### src/rtl/grn_pkg.sv
package grn_pkg;

    localparam int REG_W = 128;
    localparam int KEY_W = 128;
    localparam int IV_W  = 96;
    localparam int PAD_W = REG_W - IV_W - 1;

    typedef enum logic [1:0] {
        PH_IDLE,
        PH_INIT,
        PH_DATA,
        PH_TAG
    } phase_t;

    typedef enum logic [1:0] {
        OP_HOLD,
        OP_LOAD,
        OP_MIX,
        OP_RUN
    } step_t;

    typedef struct packed {
        logic [REG_W-1:0] nl;
        logic [REG_W-1:0] ln;
    } core_t;

    function automatic logic lin_fb(input logic [REG_W-1:0] s);
        return s[0] ^ s[7] ^ s[38] ^ s[70] ^ s[81] ^ s[96];
    endfunction

    function automatic logic nl_fn(input logic [REG_W-1:0] b);
        return b[0] ^ b[26] ^ b[56] ^ b[91] ^ b[96]
             ^ (b[3] & b[67]) ^ (b[11] & b[13]) ^ (b[17] & b[18])
             ^ (b[27] & b[59]) ^ (b[40] & b[48]) ^ (b[61] & b[65])
             ^ (b[68] & b[84]) ^ (b[88] & b[92] & b[93] & b[95])
             ^ (b[22] & b[24] & b[25]) ^ (b[70] & b[78] & b[82]);
    endfunction

    function automatic logic ks_fn(input core_t c);
        logic hx;
        hx = (c.nl[12] & c.ln[8]) ^ (c.ln[13] & c.ln[20]) ^ (c.nl[95] & c.ln[42])
           ^ (c.ln[60] & c.ln[79]) ^ (c.nl[12] & c.nl[95] & c.ln[94]);
        return hx ^ c.ln[93] ^ c.nl[2] ^ c.nl[15] ^ c.nl[36] ^ c.nl[45]
             ^ c.nl[64] ^ c.nl[73] ^ c.nl[89];
    endfunction

endpackage

### src/rtl/grn_core.sv
module grn_core
    import grn_pkg::*;
(
    input  logic             clk,
    input  logic             rst,
    input  step_t            op,
    input  logic [KEY_W-1:0] key,
    input  logic [IV_W-1:0]  iv,
    input  logic             inj,
    output logic             ks,
    output core_t            st
);

    logic ln_in;
    logic nl_in;

    always_comb begin
        ks    = ks_fn(st);
        ln_in = lin_fb(st.ln);
        nl_in = st.ln[0] ^ nl_fn(st.nl);
        if (op == OP_MIX) begin
            ln_in = ln_in ^ ks;
            nl_in = nl_in ^ ks;
        end else if (op == OP_RUN) begin
            ln_in = ln_in ^ inj;
        end
    end

    always_ff @(posedge clk) begin
        if (rst) begin
            st <= '0;
        end else begin
            case (op)
                OP_LOAD: begin
                    st.nl <= key;
                    st.ln <= {1'b0, {PAD_W{1'b1}}, iv};
                end
                OP_MIX, OP_RUN: begin
                    st.nl <= {nl_in, st.nl[REG_W-1:1]};
                    st.ln <= {ln_in, st.ln[REG_W-1:1]};
                end
                default: st <= st;
            endcase
        end
    end

endmodule

### src/rtl/grn_ctrl.sv
module grn_ctrl
    import grn_pkg::*;
#(
    parameter int INIT_STEPS = 256,
    parameter int TAG_W      = 64
) (
    input  logic   clk,
    input  logic   rst,
    input  logic   start,
    input  logic   din_valid,
    input  logic   eom,
    output phase_t phase,
    output step_t  op,
    output logic   acc_ok,
    output logic   tag_shift,
    output logic   done
);

    localparam int MAXC  = (INIT_STEPS > TAG_W) ? INIT_STEPS : TAG_W;
    localparam int CNT_W = $clog2(MAXC);

    logic [CNT_W-1:0] cnt;

    always_comb begin
        acc_ok    = (phase == PH_DATA) && !start;
        tag_shift = (phase == PH_TAG) && !start;
        if (start)                              op = OP_LOAD;
        else if (phase == PH_INIT)              op = OP_MIX;
        else if (phase == PH_TAG)               op = OP_RUN;
        else if (phase == PH_DATA && din_valid) op = OP_RUN;
        else                                    op = OP_HOLD;
    end

    always_ff @(posedge clk) begin
        if (rst) begin
            phase <= PH_IDLE;
            cnt   <= '0;
            done  <= 1'b0;
        end else begin
            done <= 1'b0;
            if (start) begin
                phase <= PH_INIT;
                cnt   <= '0;
            end else begin
                case (phase)
                    PH_INIT: begin
                        if (cnt == CNT_W'(INIT_STEPS - 1)) begin
                            phase <= PH_DATA;
                            cnt   <= '0;
                        end else begin
                            cnt <= cnt + 1'b1;
                        end
                    end
                    PH_DATA: begin
                        if (eom) begin
                            phase <= PH_TAG;
                            cnt   <= '0;
                        end
                    end
                    PH_TAG: begin
                        if (cnt == CNT_W'(TAG_W - 1)) begin
                            phase <= PH_IDLE;
                            done  <= 1'b1;
                            cnt   <= '0;
                        end else begin
                            cnt <= cnt + 1'b1;
                        end
                    end
                    default: phase <= PH_IDLE;
                endcase
            end
        end
    end

endmodule

### src/rtl/grn_tag.sv
module grn_tag #(
    parameter int TAG_W = 64
) (
    input  logic             clk,
    input  logic             rst,
    input  logic             clr,
    input  logic             shift,
    input  logic             bit_in,
    output logic [TAG_W-1:0] tag
);

    always_ff @(posedge clk) begin
        if (rst || clr) begin
            tag <= '0;
        end else if (shift) begin
            tag <= {tag[TAG_W-2:0], bit_in};
        end
    end

endmodule

### src/rtl/grn_stream_mac.sv
module grn_stream_mac
    import grn_pkg::*;
#(
    parameter int INIT_STEPS = 256,
    parameter int TAG_W      = 64
) (
    input  logic             clk,
    input  logic             rst,
    input  logic             start,
    input  logic [127:0]     key,
    input  logic [95:0]      iv,
    input  logic             decrypt,
    input  logic             din_valid,
    input  logic             din,
    output logic             din_ready,
    output logic             dout_valid,
    output logic             dout,
    input  logic             eom,
    output logic [TAG_W-1:0] mac,
    output logic             done
);

    phase_t phase;
    step_t  op;
    core_t  st;
    logic   ks;
    logic   acc_ok;
    logic   tag_shift;
    logic   ct_bit;

    grn_ctrl #(.INIT_STEPS(INIT_STEPS), .TAG_W(TAG_W)) u_ctrl (
        .clk       (clk),
        .rst       (rst),
        .start     (start),
        .din_valid (din_valid),
        .eom       (eom),
        .phase     (phase),
        .op        (op),
        .acc_ok    (acc_ok),
        .tag_shift (tag_shift),
        .done      (done)
    );

    grn_core u_core (
        .clk (clk),
        .rst (rst),
        .op  (op),
        .key (key),
        .iv  (iv),
        .inj (ct_bit),
        .ks  (ks),
        .st  (st)
    );

    grn_tag #(.TAG_W(TAG_W)) u_tag (
        .clk    (clk),
        .rst    (rst),
        .clr    (start),
        .shift  (tag_shift),
        .bit_in (ks),
        .tag    (mac)
    );

    always_comb begin
        din_ready  = acc_ok;
        dout_valid = acc_ok && din_valid;
        dout       = din ^ ks;
        ct_bit     = (phase == PH_DATA) && dout_valid && (decrypt ? din : dout);
    end

endmodule

### config.mk
export PLATFORM = sky130hd
export DESIGN_NAME = grn_stream_mac
export DESIGN_NICKNAME = d
export VERILOG_FILES = /design/src/rtl/grn_pkg.sv /design/src/rtl/grn_core.sv /design/src/rtl/grn_ctrl.sv /design/src/rtl/grn_tag.sv /design/src/rtl/grn_stream_mac.sv
export SDC_FILE = /design/constraint.sdc
export NUM_CORES = 1
export LEC_CHECK = 0
export BUFFER_PORTS_ARGS = -buffer_cell sky130_fd_sc_hd__buf_2
export CAP_MARGIN = 10
export CORE_MARGIN = 3
export CORE_UTILIZATION = 50
export CTS_CLUSTER_SIZE = 8
export DETAILED_ROUTE_END_ITERATION = 6
export PLACE_DENSITY_LB_ADDON = 0.08
export SLEW_MARGIN = 25
export SYNTH_ARGS = -nofsm -noshare
export SYNTH_HDL_FRONTEND = slang
export SYNTH_HIERARCHICAL = 1
export SYNTH_SLANG_ARGS = --single-unit
### constraint.sdc
create_clock -name clk -period 4.15 [get_ports clk]
set_input_delay 0.415 -clock clk [delete_from_list [all_inputs] [get_ports clk]]
set_output_delay 0.415 -clock clk [all_outputs]
set_load 0.1 [all_outputs]
# == After elaboration in Yosys (flattened, before gate mapping) ==
# Index checks and enable logic that the tools add are counted.
# totals
ff_bits,331
input_bits,231
output_inout_bits,68
elab_cells,114
# classes
n_addsub,1
eq_ne,14
mux,19
bitwise,57
reduce_logical,16
# op_table
op,n
one-hot mux 256 bit (2 select lines),1
bitwise XOR 1 bit,36
two-way mux 8 bit,3
one-hot mux 8 bit (3 select lines),1
bitwise AND 1 bit,20
two-way mux 2 bit,7
"!= test 3 bit, second input constant",3
"adder 8 x 1 -> 8 bit, second input constant",1
"equality test 2 bit, second input constant",4
"equality test 8 x 6 -> 1 bit, second input constant",1
"equality test 8 bit, second input constant",1
logical AND 1 bit,6
two-way mux 1 bit,6
"!= test 2 bit, second input constant",3
one-hot mux 2 bit (3 select lines),1
AND reduction 3 bit,2
"equality test 2 x 1 -> 1 bit, second input constant",2
OR reduction 2 bit,2
nonzero test 3 bit,1
OR reduction 3 bit,1
AND reduction 2 bit,1
nonzero test 2 bit,1
zero test 1 bit,1
logical OR 1 bit,1
inverter 1 bit,1

# == Depth between registers and ports, before layout ==
# depth
depth_word,20
mapped_depth,12
ltp_nobuf,10

# == Modules after synthesis ==
# The synthesis kept the hierarchy.
# modules_own_cells
module,instances,cells_each,area_each_um2,seq_area_each_um2
grn_core,1,1444,11548.6,5124.9
grn_tag,1,207,2348.5,1281.2
grn_ctrl,1,86,755.7,220.2
grn_stream_mac,1,5,40.0,0.0

# == Least setup slack after synthesis ==
# Ideal clock, no wire load.
# synth_timing
path_type,register -> register
from,register u_ctrl.phase[0]
to,"register, netlist name u_core/st[127]"
setup_ps,74
arrival_time_ps,3570
required_ps,4076
slack_ps,505
path_stages_with_launch,9
path_buffers,0
synth_period_minus_slack_ps,3645
cell_sequence,dfxtp_1 -> inv_1 -> ha_1 -> nor2b_1 -> and2_1 -> and4b_1 -> xnor2_1 -> nand3_1 -> a31oi_1
# synth_via
elab_cells_between_ends,21
cone_classes,6 x eq/ne; 7 x mux; 1 x bitwise; 7 x reduce/logical
# synth_rtl
element,line,rtl
"start, declared",grn_ctrl.sv:12,"output phase_t phase,"
"start signal, assigned",grn_ctrl.sv:36,phase <= PH_IDLE;
"start signal, assigned",grn_ctrl.sv:42,phase <= PH_INIT;
"start signal, assigned",grn_ctrl.sv:48,phase <= PH_DATA;
equality test 2 bit,grn_ctrl.sv:25,acc_ok = (phase == PH_DATA) && !start;
logical AND 1 bit,grn_ctrl.sv:25,
via din_ready,grn_stream_mac.sv:15,"output logic din_ready,"
logical AND 1 bit,grn_stream_mac.sv:66,dout_valid = acc_ok && din_valid;
via dout_valid,grn_stream_mac.sv:16,"output logic dout_valid,"
logical AND 1 bit (2 in a row),grn_stream_mac.sv:68,ct_bit = (phase == PH_DATA) && dout_valid && (decrypt ? din : dout);
via ct_bit,grn_stream_mac.sv:29,logic ct_bit;
bitwise XOR 1 bit,grn_core.sv:25,ln_in = ln_in ^ inj;
two-way mux 1 bit,grn_core.sv:24,end else if (op == OP_RUN) begin
two-way mux 1 bit,grn_core.sv:21,if (op == OP_MIX) begin
one-hot mux 256 bit (2 select lines),grn_core.sv:33,case (op)
# The timed path passes the listed nets, and every way through them passes these cells.
# A chain may end at the register's enable or synchronous reset.

# == Worst setup path in the final report ==
# layout_timing
from,register u_ctrl.phase[0]
to,"register, netlist name u_core/st[180]"
# layout_via
elab_chain_len,9
elab_cells_between_ends,14
cone_classes,6 x eq/ne; 5 x mux; 3 x reduce/logical
# layout_lines
element,line,rtl
equality test 2 bit,grn_ctrl.sv:30,else if (phase == PH_DATA && din_valid) op = OP_RUN;
logical AND 1 bit,grn_ctrl.sv:30,
two-way mux 2 bit,grn_ctrl.sv:30,
two-way mux 2 bit,grn_ctrl.sv:29,else if (phase == PH_TAG) op = OP_RUN;
two-way mux 2 bit *,grn_ctrl.sv:28,else if (phase == PH_INIT) op = OP_MIX;
two-way mux 2 bit *,grn_ctrl.sv:27,if (start) op = OP_LOAD;
via op[0],grn_stream_mac.sv:24,step_t op;
equality test 2 bit,grn_core.sv:33,
OR reduction 2 bit,grn_core.sv:33,
one-hot mux 256 bit (2 select lines) or nonzero test 2 bit (tied branches),-,
# The timed path passes the listed nets; every way through them passes the cells marked *.

==> run_results.csv <==
group,metric,value,unit
logic_synthesis,yosysWarnings,6,
timing,period_share,0.7592,
route,wirelength,33.77,mm
worst_setup_path,cp-end-kind,"flip-flop",
logic_synthesis,seq_area_frac_synth,0.4510,
cells_and_area,drive_gt1_frac,0.1910,
floorplan,die_h,177.4,um
timing,final.setup.tns,0,ns
power_and_ir_drop,seqPwrFrac,0.442,
route,met1_length,15.37,mm
logic_synthesis,synthArstFlopShare,0,
timing,hold_viol,0,
route,drcViolationCount,0,
worst_setup_path,slowest_delay,0.90,ns
clocking,clock-sinks,331,
power_and_ir_drop,p_int,0.005946,W
logic_synthesis,syn_avg_cell_area,8.434,sq um
worst_setup_path,r2r-start,"u_ctrl/phase[0]",
clocking,cts_resized,0,
floorplan,fp-row-count,62,
cells_and_area,area_growth,18.99,%
timing,worstMarginPinSlew,1.039,ns
logic_synthesis,ys_ff_latch,331,
route,routed-wl-met3,2.567,mm
global_route,grt_start_max_net_pins,200,
logic_synthesis,synthTopCellsByArea,"dfxtp_1 (45%), mux2i_1 (20%), nor2_1 (16%)",
clocking,clock_latency,0.52,ns
logic_synthesis,yosysTopAreaCell,"dfxtp_1",
timing,max_freq,317.4,MHz
worst_setup_path,critPathMaxFanout,63,
power_and_ir_drop,p_clk_frac,0.412,
logic_synthesis,synth_top_area_frac,0.4510,
clocking,cts_tree,"yes",
timing,rsz0062_at_grt,"no",
global_route,grt_pass1_vias,11200,
logic_synthesis,synth_cell_types,53,
route,route.vias.total,11990,
timing,skew,0.01305,ns
global_route,antenna_found_initial,18,
route,drt-initial-drc-count,710,
power_and_ir_drop,pwr-share-comb,0.146,
floorplan,die_w,177.4,um
global_route,track_usage,0.2063,
clocking,h-tree-depth,2,
cells_and_area,fin_util,0.6058,
run,maxCapViolCount,0,
clocking,ctsHoldBuffers,0,
route,first_pass_iters,5,
clocking,clockRootBuffer,"clkbuf_16",
floorplan,die_area,0.03148,sq mm
floorplan,initial_core_util,0.5091,
timing,setup_viol_count_final,0,
place,dpl_worst_slack,1.029,ns
power_and_ir_drop,power_switching_share,0.2556,
worst_setup_path,cp.required,4.52,ns
place,hpwl,22.42,mm
logic_synthesis,syn_nets,1978,
min_path,holdCritStartpoint,"iv[8]",
route,met2WireLength,15.07,mm
worst_setup_path,cp.arrival,3.52,ns
logic_synthesis,synth_ff_type,"dfxtp_1",
global_route,grt_overflow,0,
logic_synthesis,synth_cells,1742,
global_route,grt_pass1_wl,54.36,mm
power_and_ir_drop,p_switching,0.002042,W
clocking,cts.clk_slew.worst_paths,0.05,ns
power_and_ir_drop,ir_drop,0.0003048,V
clocking,cts_buffer_depth,3,
cells_and_area,finalNetCount,2209,
place,portBuffers,298,
worst_setup_path,crit_path_cell_trace,"inv_1 -> ha_1 -> and3_1 -> a21oi_1 -> nand2b_4 -> buf_4 -> mux2i_1 -> nor2_1 -> a21oi_1 -> nor2_1",
place,placedInstanceArea,0.01623,sq mm
worst_setup_path,critical-path-slowest-cell,"buf_4",
route,routedWlPerCell,14.29,um
route,ant_nets,0,
route,top_layer_used,"met5",
power_and_ir_drop,power.density,456.9,mW/mm^2
power_and_ir_drop,p_leak,8.063,nW
power_and_ir_drop,power,0.007989,W
place,place.gp.congestion,0.7947,
timing,setup_slack,0.9992,ns
timing,maxSlewHeadroom,0.3073,
floorplan,pin_count,299,
timing,min_period,3.151,ns
worst_setup_path,crit_start,"u_ctrl/phase[0]",
status,status,"finished clean",
logic_synthesis,synthesis.area,0.01469,sq mm
timing,slew_viol_final,0,
cells_and_area,design_area,0.01748,sq mm
route,vias_per_cell,5.070,
worst_setup_path,crit_type,"flip-flop to flip-flop",
worst_setup_path,crit_path_start_kind,"flip-flop",
clocking,cts_setup_buffers,0,
logic_synthesis,synth_edf_count,0,
clocking,numCtsBuffers,47,
floorplan,core,0.02886,sq mm
min_path,hp-class,"input pin to flip-flop",
==> metrics by stage <==
step,std cells,hold slack [ns]
floorplan,1742,0.4426
global placement,2308,0.4564
detailed placement,2308,0.4678
CTS,2358,0.2200
global route,2363,0.2575
finish,2364,0.2496
==> cell families (layout without fill, tap and decap cells) <==
group,count (synthesis),in the layout,synth area share
AND/OR/NAND/NOR,667,667,0.1773
flip-flops,331,331,0.4510
multiplexers,289,289,0.1969
AO/OA/AOI/OAI,279,279,0.1012
buffers and inverters,136,368,0.04564
XOR/XNOR,35,35,0.02376
adder cells (fa/ha/maj),5,5,0.004258
other,0,6,0
==> final cells by class <==
type                       instances  area (sq um)
antenna                            6         15.01
inverter                           6         22.52
sequential                       331          6626
clock inverter                     1         7.507
timing repair buffer             312          1680
tap                              384         480.5
multi-input combinational       1275          7425
clock buffer                      49          1226
fill                            2643         11370
==> sequential cells by signal, indices dropped and copies added (netlist names) <==
register      count
u_core/st       256
u_ctrl/cnt        8
u_ctrl/done       1
u_ctrl/phase      2
u_tag/tag        64
==> power by group through the flow <==
stage | Combinational, W | Sequential, W | Clock (W)
after floorplan | 0.000913 | 0.00355 | 0
after global placement | 0.00115 | 0.00359 | 0
after detailed placement | 0.00117 | 0.00359 | 0
after CTS | 0.00118 | 0.00353 | 0.00340
after global routing | 0.00133 | 0.00355 | 0.00351
final | 0.00117 | 0.00353 | 0.00329
==> synthesized netlist by cell type, types with 5 or more instances <==
library cell	number
a31oi_1	5
buf_8	6
a21oi_1	258
buf_1	24
ha_1	5
dfxtp_1	331
mux2i_1	289
buf_6	8
nand3_1	7
inv_1	6
buf_2	20
clkbuf_1	70
nand2_1	21
nor2_1	611
xnor2_1	29
==> per-layer routing <==
metal | vias up | GRT usage
met5 | - | 0
met4 | 26 | 0.05923
met3 | 69 | 0.06590
met2 | 284 | 0.3235
met1 | 5352 | 0.2735
li1 | 6255 | -
==> layout by cell type, fill, tap and decap left out, drive strengths merged, types with 2 or more instances in the layout <==
cell type,instances
nor2,611
nor2b,3
ha,5
inv,6
a21oi,258
xnor3,3
and2b,2
nand2b,3
xnor2,29
o41ai,2
nand3,8
xor2,3
dfxtp,331
nand2,22
diode,6
o21ai,3
clkbuf,50
and2,2
buf,311
nor3,3
nor4,2
nand4,2
a31oi,6
or2,4
mux2i,289
==> critical path: cells and delay by family, from the launching register on <==
kind	cells	cell delay, ns
compound gates	2	0.25
flops	1	0.35
simple gates	4	0.81
fa+ha+maj	1	0.23
buf+inv	2	1.01
mux	1	0.28
==> path summary, 6_finish.rpt <==
| path | to | slack, ns | cells past startpoint |
|---|---|---|---|
| worst max register to register | u_core/st[180] | 1.0 | 10 |
| worst min register to register | u_core/st[18] | 0.48 | 2 |
| worst min-delay path | u_core/st[8] | 0.25 | 5 |
| worst max-delay path | u_core/st[180] | 1.0 | 10 |
Note: power is estimated with default switching activity, not from simulation.
